`src/rtl/pm_timer_pkg.sv`:
```
package pm_timer_pkg;

  localparam int PRE_W  = 4;
  localparam int POST_W = 4;

  typedef enum logic [1:0] {
    REG_COUNT  = 2'd0,
    REG_PERIOD = 2'd1,
    REG_CTRL   = 2'd2,
    REG_NONE   = 2'd3
  } reg_sel_e;

  typedef struct packed {
    logic [POST_W-1:0] post;
    logic              en;
    logic [1:0]        pre;
  } ctrl_t;

  // last prescaler state before a prescaled tick fires
  function automatic logic [PRE_W-1:0] presc_last(input logic [1:0] sel);
    logic [PRE_W-1:0] r;
    case (sel)
      2'b00:   r = PRE_W'(0);
      2'b01:   r = PRE_W'(3);
      default: r = PRE_W'(15);
    endcase
    return r;
  endfunction

  // wrapping increment of a counter value
  function automatic logic [7:0] bump8(input logic [7:0] v);
    return v + 8'd1;
  endfunction

endpackage

```
`src/rtl/pm_prescaler.sv`:
```
module pm_prescaler
  import pm_timer_pkg::*;
(
  input  logic       clk,
  input  logic       rst_n,
  input  logic       clr_i,
  input  logic       step_i,
  input  logic [1:0] sel_i,
  output logic       tick_o
);

  logic [PRE_W-1:0] cnt_q;
  logic [PRE_W-1:0] last;
  logic             at_last;

  assign last    = presc_last(sel_i);
  assign at_last = (cnt_q == last);
  assign tick_o  = step_i && !clr_i && at_last;

  always_ff @(posedge clk) begin
    if (!rst_n)       cnt_q <= '0;
    else if (clr_i)   cnt_q <= '0;
    else if (step_i)  cnt_q <= at_last ? '0 : cnt_q + PRE_W'(1);
  end

  assert_pre_clear_R6: assert property (@(posedge clk) disable iff (!rst_n)
    clr_i |=> (cnt_q == '0));

  assert_pre_idle_R9: assert property (@(posedge clk) disable iff (!rst_n)
    (!step_i && !clr_i) |=> $stable(cnt_q));

endmodule

```
`src/rtl/pm_counter.sv`:
```
module pm_counter #(
  parameter int W = 8
) (
  input  logic         clk,
  input  logic         rst_n,
  input  logic         adv_i,
  input  logic         load_i,
  input  logic [W-1:0] load_val_i,
  input  logic [W-1:0] period_i,
  output logic [W-1:0] count_o,
  output logic         match_o
);

  logic [W-1:0] cnt_q;
  logic         equal;

  assign equal   = (cnt_q == period_i);
  assign match_o = adv_i && !load_i && equal;
  assign count_o = cnt_q;

  always_ff @(posedge clk) begin
    if (!rst_n)      cnt_q <= '0;
    else if (load_i) cnt_q <= load_val_i;
    else if (adv_i)  cnt_q <= equal ? '0 : cnt_q + W'(1);
  end

  assert_wrap_after_match_R3: assert property (@(posedge clk) disable iff (!rst_n)
    match_o |=> (cnt_q == '0));

  assert_step_R1: assert property (@(posedge clk) disable iff (!rst_n)
    (adv_i && !load_i && !match_o) |=> (cnt_q == W'($past(cnt_q) + W'(1))));

  assert_load_R11: assert property (@(posedge clk) disable iff (!rst_n)
    load_i |=> (cnt_q == $past(load_val_i)));

endmodule

```
`src/rtl/pm_postscaler.sv`:
```
module pm_postscaler
  import pm_timer_pkg::*;
(
  input  logic              clk,
  input  logic              rst_n,
  input  logic              clr_i,
  input  logic              match_i,
  input  logic [POST_W-1:0] sel_i,
  output logic              event_o
);

  logic [POST_W-1:0] cnt_q;
  logic              at_sel;

  assign at_sel  = (cnt_q == sel_i);
  assign event_o = match_i && !clr_i && at_sel;

  always_ff @(posedge clk) begin
    if (!rst_n)        cnt_q <= '0;
    else if (clr_i)    cnt_q <= '0;
    else if (match_i)  cnt_q <= at_sel ? '0 : cnt_q + POST_W'(1);
  end

  assert_event_on_match_R4: assert property (@(posedge clk) disable iff (!rst_n)
    event_o |-> match_i);

  assert_post_clear_R6: assert property (@(posedge clk) disable iff (!rst_n)
    clr_i |=> (cnt_q == '0));

endmodule

```
`src/rtl/pm_timer.sv`:
```
module pm_timer
  import pm_timer_pkg::*;
#(
  parameter int              CNT_W      = 8,
  parameter logic [CNT_W-1:0] PERIOD_RST = '1
) (
  input  logic             clk,
  input  logic             rst_n,
  input  logic             tick_en,
  input  logic             bus_wr,
  input  logic [1:0]       bus_addr,
  input  logic [CNT_W-1:0] bus_wdata,
  output logic [CNT_W-1:0] bus_rdata,
  input  logic             irq_clr,
  output logic             irq,
  output logic             match_stb
);

  localparam int CTRL_W = $bits(ctrl_t);

  reg_sel_e         sel;
  ctrl_t            ctrl_q;
  logic [CNT_W-1:0] period_q;
  logic [CNT_W-1:0] count;
  logic             wr_count, wr_period, wr_ctrl, chain_clr;
  logic             step, pre_tick, match, post_evt;
  logic             irq_q;

  assign sel       = reg_sel_e'(bus_addr);
  assign wr_count  = bus_wr && (sel == REG_COUNT);
  assign wr_period = bus_wr && (sel == REG_PERIOD);
  assign wr_ctrl   = bus_wr && (sel == REG_CTRL);
  assign chain_clr = wr_count || wr_ctrl;
  assign step      = tick_en && ctrl_q.en;

  pm_prescaler u_pre (
    .clk    (clk),
    .rst_n  (rst_n),
    .clr_i  (chain_clr),
    .step_i (step),
    .sel_i  (ctrl_q.pre),
    .tick_o (pre_tick)
  );

  pm_counter #(.W(CNT_W)) u_cnt (
    .clk        (clk),
    .rst_n      (rst_n),
    .adv_i      (pre_tick),
    .load_i     (wr_count),
    .load_val_i (bus_wdata),
    .period_i   (period_q),
    .count_o    (count),
    .match_o    (match)
  );

  pm_postscaler u_post (
    .clk     (clk),
    .rst_n   (rst_n),
    .clr_i   (chain_clr),
    .match_i (match),
    .sel_i   (ctrl_q.post),
    .event_o (post_evt)
  );

  always_ff @(posedge clk) begin
    if (!rst_n) begin
      ctrl_q   <= '0;
      period_q <= PERIOD_RST;
    end else begin
      if (wr_ctrl)   ctrl_q   <= ctrl_t'(bus_wdata[CTRL_W-1:0]);
      if (wr_period) period_q <= bus_wdata;
    end
  end

  always_ff @(posedge clk) begin
    if (!rst_n)        irq_q <= 1'b0;
    else if (post_evt) irq_q <= 1'b1;
    else if (irq_clr)  irq_q <= 1'b0;
  end

  always_comb begin
    bus_rdata = '0;
    case (sel)
      REG_COUNT:  bus_rdata = count;
      REG_PERIOD: bus_rdata = period_q;
      REG_CTRL:   bus_rdata = CNT_W'(ctrl_q);
      default:    bus_rdata = '0;
    endcase
  end

  assign irq       = irq_q;
  assign match_stb = match;

  assert_strobe_needs_enable_R9: assert property (@(posedge clk) disable iff (!rst_n)
    match_stb |-> ctrl_q.en);

  assert_hold_when_off_R9: assert property (@(posedge clk) disable iff (!rst_n)
    (!ctrl_q.en && !wr_count) |=> $stable(count));

  assert_ctrl_keeps_count_R7: assert property (@(posedge clk) disable iff (!rst_n)
    wr_ctrl |=> (count == $past(count)));

  assert_irq_set_wins_R10: assert property (@(posedge clk) disable iff (!rst_n)
    post_evt |=> irq);

  assert_irq_sticky_R10: assert property (@(posedge clk) disable iff (!rst_n)
    (irq && !irq_clr) |=> irq);

  assert_period_load_R12: assert property (@(posedge clk) disable iff (!rst_n)
    wr_period |=> (period_q == $past(bus_wdata)));

endmodule

```
`config.mk`:
```
export PLATFORM = sky130hd
export DESIGN_NAME = pm_timer
export DESIGN_NICKNAME = d
export VERILOG_FILES = /design/src/rtl/pm_timer_pkg.sv /design/src/rtl/pm_prescaler.sv /design/src/rtl/pm_counter.sv /design/src/rtl/pm_postscaler.sv /design/src/rtl/pm_timer.sv
export SDC_FILE = /design/constraint.sdc
export NUM_CORES = 1
export LEC_CHECK = 0
export CAP_MARGIN = 15
export CORE_MARGIN = 1
export CORE_UTILIZATION = 35
export CTS_BUF_LIST = sky130_fd_sc_hd__clkbuf_4 sky130_fd_sc_hd__clkbuf_8
export DETAILED_ROUTE_END_ITERATION = 6
export PLACE_DENSITY_LB_ADDON = 0.3
export SLEW_MARGIN = 20
export SYNTH_ARGS = -nofsm -noshare
export SYNTH_HDL_FRONTEND = slang
export SYNTH_SLANG_ARGS = --single-unit
```
`constraint.sdc`:
```
create_clock -name clk -period 2.4 [get_ports clk]
set_input_delay 0.24 -clock clk [delete_from_list [all_inputs] [get_ports clk]]
set_output_delay 0.24 -clock clk [all_outputs]
set_load 0.02 [all_outputs]
```
### Word level (Yosys, flattened, before mapping)

Index checks and enable logic that the tools add are counted.

* register bits after elaboration: 32
* bits in latches: 0
* RAM bits: 0
* ROM bits: 0
* input port bits: 15
* output and inout bits: 10
* word-level logic and storage cells: 45
* memories: 0

* add/sub/neg operators: 3
* multiply operators: 0
* divide/modulo/power cells: 0
* $lt $le $gt $ge: 0
* equal/unequal tests: 6
* shifts and indexed selects: 0
* multiplexer cells: 9
* bitwise logic cells: 1
* reduce and logical (&&, ||, !) cells: 18

Operators with widths (number)
* 8-bit 2-to-1 mux: 3
* 8-bit case mux with 3 select lines: 1
* 1-bit logical AND: 10
* 4-bit by 1-bit adder with 4-bit output (second input constant): 2
* 8-bit by 1-bit adder with 8-bit output (second input constant): 1
* 4-bit equality test: 2
* 8-bit equality test: 1
* 4-bit 2-to-1 mux: 2
* 4-bit case mux with 2 select lines: 1
* 2-bit by 1-bit equality test with 1-bit output (second input constant): 2
* 2-bit logical NOT: 2
* 2-bit nonzero test: 2
* 2-bit equality test (second input constant): 1
* 1-bit logical NOT: 2
* 1-bit 2-to-1 mux: 2
* 2-bit OR reduction: 1
* 1-bit logical OR: 1
* 1-bit NOT: 1

### Logic depth before layout (Yosys ltp)

* depth after elaboration: 11
* gate-level depth with buffers: 6
* gate-level depth less buffers: 6

### Modules after synthesis

A second synthesis with hierarchy kept.

* cell total of the unflattened synthesis: 205
* area total of the unflattened synthesis: 1875.5 um2

Modules (own cells, without submodules)
* pm_timer: instances 1, cells each 95, area an instance 860.8 um2, sequential area each 320.3 um2
* pm_counter: instances 1, cells each 62, area an instance 546.8 um2, sequential area each 160.2 um2
* pm_postscaler: instances 1, cells each 25, area an instance 250.2 um2, sequential area each 80.1 um2
* pm_prescaler: instances 1, cells each 23, area an instance 217.7 um2, sequential area each 80.1 um2

### Least setup slack after synthesis

No wires, ideal clock.

* path kind: register to register
* start: register u_pre.cnt_q[0]
* end: register u_post.cnt_q[2]
* library setup time: 117 ps
* arrival: 1766 ps
* data required time: 2283 ps
* slack: 516 ps
* stages on the path, launching flop included: 6
* path buffers: 0
* clock period less this slack: 1884 ps
* cell sequence: dfxtp_1 > nand3_2 > or2_4 > a2111oi_4 > o21ai_1 > a32o_1

* word-level cells in the longest chain between the ends: 4

Ends and longest elaborated chain
* from (decl): RTL line pm_prescaler.sv:12 `logic [PRE_W-1:0] cnt_q;`
* from (signal assigned): RTL line pm_prescaler.sv:23 `else if (step_i) cnt_q <= at_last ? '0 : cnt_q + PRE_W'(1);`
* 4-bit equality test: RTL line pm_prescaler.sv:17 `assign at_last = (cnt_q == last);`
* 1-bit logical AND: RTL line pm_prescaler.sv:18 `assign tick_o = step_i && !clr_i && at_last;`
* 1-bit logical AND (2 in a row): RTL line pm_counter.sv:18 `assign match_o = adv_i && !load_i && equal;`
* via match_stb: RTL line pm_timer.sv:16 `output logic match_stb`
* to (signal assigned): RTL line pm_postscaler.sv:21 `else if (match_i) cnt_q <= at_sel ? '0 : cnt_q + POST_W'(1);`
* to (decl): RTL line pm_postscaler.sv:12 `logic [POST_W-1:0] cnt_q;`

The timed path passes the listed nets, and every way through them passes these cells.
A chain may end at the register's enable or synchronous reset.

### Final worst setup path

* start: input port bus_addr[0]
* end: output port bus_rdata[2]

* word-level cells in the longest chain between the ends: 2
* elaborated cells on any way between the ends: 4
* those cells by class: eq/ne (2); mux (1); reduce/logical (1)

Ends and longest elaborated chain
* from (decl): RTL line pm_timer.sv:11 `input logic [1:0] bus_addr,`
* 2-bit equality test, or another cell as far along: RTL line pm_timer.sv:83 `case (sel)`
* 8-bit case mux with 3 select lines (*): RTL line pm_timer.sv:83
* to (decl): RTL line pm_timer.sv:13 `output logic [CNT_W-1:0] bus_rdata,`

Mark *: on every way between the ends. The rest lies on a longest branch, timed or not.

==> results.md <==
* R2r endpoint: u_cnt.count_o[1]
* Multi-input combinational cell area at 1120 µm²
* # Max-Cap Violations at 0
* Synth Cell Area at 1830 µm²
* First-pass detailed-route iteration total at 4
* Crit-path most repeated cell: clkdlybuf4s50_1
* Synth Warn # at 0
* Hold depth at 2
* Die ar. at 5520 µm²
* CP Cell Sequence: clkdlybuf4s50_1 > buf_4 > mux2i_1 > o21ai_0 > clkdlybuf4s50_1
* Worst vdd rail ir drop at 0.279 mV
* Global route hottest layer: met2
* Vias/cell at 5.22
* Achievable clock frequency at 460 MHz
* Leak Pwr at 0.880 nW
* Top_reg_cell synth: dfxtp_1
* Crit path max fanout at 12
* Fin crit period at 2170 ps
* Layout area overhead at 25.8%
* DP Cell Count at 318
* Met1 GRT Util at 25.4%
* Row count at 25
* # port buffers at 24
* Critical path's slowest cell: clkdlybuf4s50_1
* Final wirelength at 4690 µm
* Num ports at 25
* Setup_tns at 0 ps
* Total number of vias at 1702
* 1st-iter DRT viols at 96
* CP bufs+invs at 3
* Final worst path period share at 90.6%
* Pins Over Slew Limit at 0
* Final hold vios at 0
* Met3 Use GR at 3.52%
* Core area at 4880 µm²
* RSZ-0062 raised after global routing: false
* Post-layout nets at 276
* Relative slew slack at 60.8%
* Post-synthesis net count at 244
* Grt ovf at 0
* Pin count of the biggest net entering global routing at 17
* Initial Util at 37.5%
* Clk_lat worst skew at 290 ps
* RD Place Congestion at 0.839
* CTS tree: yes
* Clock transition at path regs at 70 ps
* Status: finished clean
* # hold bufs at CTS at 0
* Min-Delay Endpoint: ctrl_q[0]
* Die Y at 74.3 µm
* Crit path max-delay family: buffers and inverters
* Register area at 641 µm²
* # setup viols final at 0
* Post-CTS setup buffers at 0
* Worst EP required at 2160 ps
* Cells on worst reg2reg path at 5
* Hpwl dp at 3460 µm
* Synth cell types at 40
* Sequential area share after synthesis at 35.0%
* Pwr dens at 552 nW/µm²
* TritonCTS Buffers at 5
* Crit Reg-Reg Startpoint: u_cnt.count_o[6]
* H-tree Lvls at 2
* Worst path arrival time at 1930 ps
* CP Class: in2out
* Max incr delay on CP at 640 ps
* Avg Cell Area, Syn at 8.09 µm²
* Antenna Nets Post-Route at 0
* Flop-to-flop setup slack at 530 ps
* Filler Cell Count at 511
* Worst setup EP type: output port
* Worst-case clock buffer depth at 2
* Worst-margin pin slew at 586 ps
* Post-synth EDFFs at 0
* Startpoint types: primary input
* Gr usage total at 18.5%
* Global-route wire length before repair at 7510 µm
* Met2 GRT Util at 28.1%
* Synthesized instance count at 226
* Initial antenna violation count at 0
* Async set or reset register ratio after synthesis at 0%
* Seq cells post-synth at 32
* Post-CTS sizing at 0
* Post-route DRC violation count at 0
* CTS Sinks at 32
* Ratio of cells with drive above 1 in the final layout at 10.4%
* Vias in the first global route at 1517
* Die W at 74.3 µm
* Worst Clk Skew at 10.1 ps
* HP Start: ctrl_q[0]
* Root Driver: clkbuf_8
* Final cell count without fillers at 326
* N_diodes at 0
* Hold WC Path Type: reg2reg
* WL per Instance at 14.4 µm
per-layer routing:
layer | share of wire (%) | routed length (µm)
met5 | 0 | 0
met4 | 1.7 | 82
met3 | 5.7 | 267
met2 | 45 | 2130
met1 | 47 | 2210
sequential cells by signal, summed over array words and instances, names as in the netlist:
signal         flops
u_pre.cnt_q        4
irq                1
u_post.cnt_q       4
period_q           8
ctrl_q             7
u_cnt.count_o      8
area by class of cell:
type                            count  share of cell area [%]
Multi-Input combinational cell    181                    48.7
Clock buffer                        6                    3.32
Inverter                            1                   0.163
Timing Repair Buffer               37                    14.8
Sequential cell                    32                    27.9
Tap cell                           67                    3.65
Clock inverter                      2                    1.52
cell families (layout without fill, tap and decap cells):
kind of cell	Yosys count	after routing	share of synthesized area, %
mux	10	10	5.48
fa+ha+maj	3	3	2.05
xor+xnor	18	18	8.62
compound gates	39	39	13.6
buf+inv	13	46	3.70
flops	32	32	35.0
simple gates	111	111	31.6
report_power, final:
part | leakage [nW] | internal [mW] | switching [mW]
Clock | 0.0586 | 0.319 | 0.204
Sequential | 0.260 | 0.547 | 0.0165
Combinational | 0.561 | 0.0871 | 0.0955
cell usage in the layout, fill, tap and decap left out, types with 2 or more instances in the layout:
cell             Yosys  layout
a21oi_1             14      14
a31oi_1              5       5
a32o_1               2       2
and2_1               2       2
and3_1               4       4
and4_1               2       2
buf_4                0      13
clkbuf_8             0       5
clkdlybuf4s50_1      0      23
dfxtp_1             32      32
ha_1                 3       3
mux2i_1             10      10
nand2_1             41      41
nand3_1             24      24
nand4_1              3       3
nor2_1               7       7
nor2b_1              4       4
nor3_1               3       3
nor3b_1              5       5
o21ai_0             10      10
o21ai_1              3       3
or3_1                6       6
xnor2_1             11      11
xor2_1               7       7
worst register-to-register path, delay by kind of cell (launching register included):
kind / cells / cell delay [ps]
AND/OR/NAND/NOR: 3 / 840
XOR/XNOR: 1 / 160
AO/OA/AOI/OAI: 1 / 300
flip-flops: 1 / 460
Yosys cell counts, types with 4 or more instances:
master | instances | area, µm²
nor3b_1 | 5 | 37.5
xor2_1 | 7 | 61.3
dfxtp_1 | 32 | 641
clkbuf_1 | 7 | 26.3
nor2_1 | 7 | 26.3
xnor2_1 | 11 | 96.3
o21ai_0 | 10 | 50.1
nand2_1 | 41 | 154
and3_1 | 4 | 25.0
nor2b_1 | 4 | 25.0
mux2i_1 | 10 | 100
or3_1 | 6 | 37.5
a31oi_1 | 5 | 31.3
nand3_1 | 24 | 120
a21oi_1 | 14 | 70.1
how the worst max path moves through the flow:
stage / to / start / slack [ps] / cells past startpoint
after detailed placement: match_stb / bus_addr[0] / 170 / 5
after global placement: match_stb / bus_addr[0] / 190 / 5
final: bus_rdata[2] / bus_addr[0] / 230 / 5
after floorplan: u_post.cnt_q[2] / u_pre.cnt_q[0] / 520 / 5
after global routing: bus_rdata[2] / bus_addr[0] / 100 / 5
after CTS: match_stb / u_cnt.count_o[3] / 6 / 4
stage by stage:
stage | worst slack [ps] | hold slack (ps) | utilization, % | area [µm²] | power [mW]
global placement | 194 | 476 | 44.8 | 2190 | 0.757
finish | 226 | 485 | 47.1 | 2300 | 1.27
CTS | 5.87 | 486 | 47.1 | 2300 | 1.28
floorplan | 516 | 364 | - | 1830 | 0.674
global route | 103 | 511 | 47.1 | 2300 | 1.31
detailed placement | 166 | 478 | 44.8 | 2190 | 0.757
(Power assumes the default switching activity.)
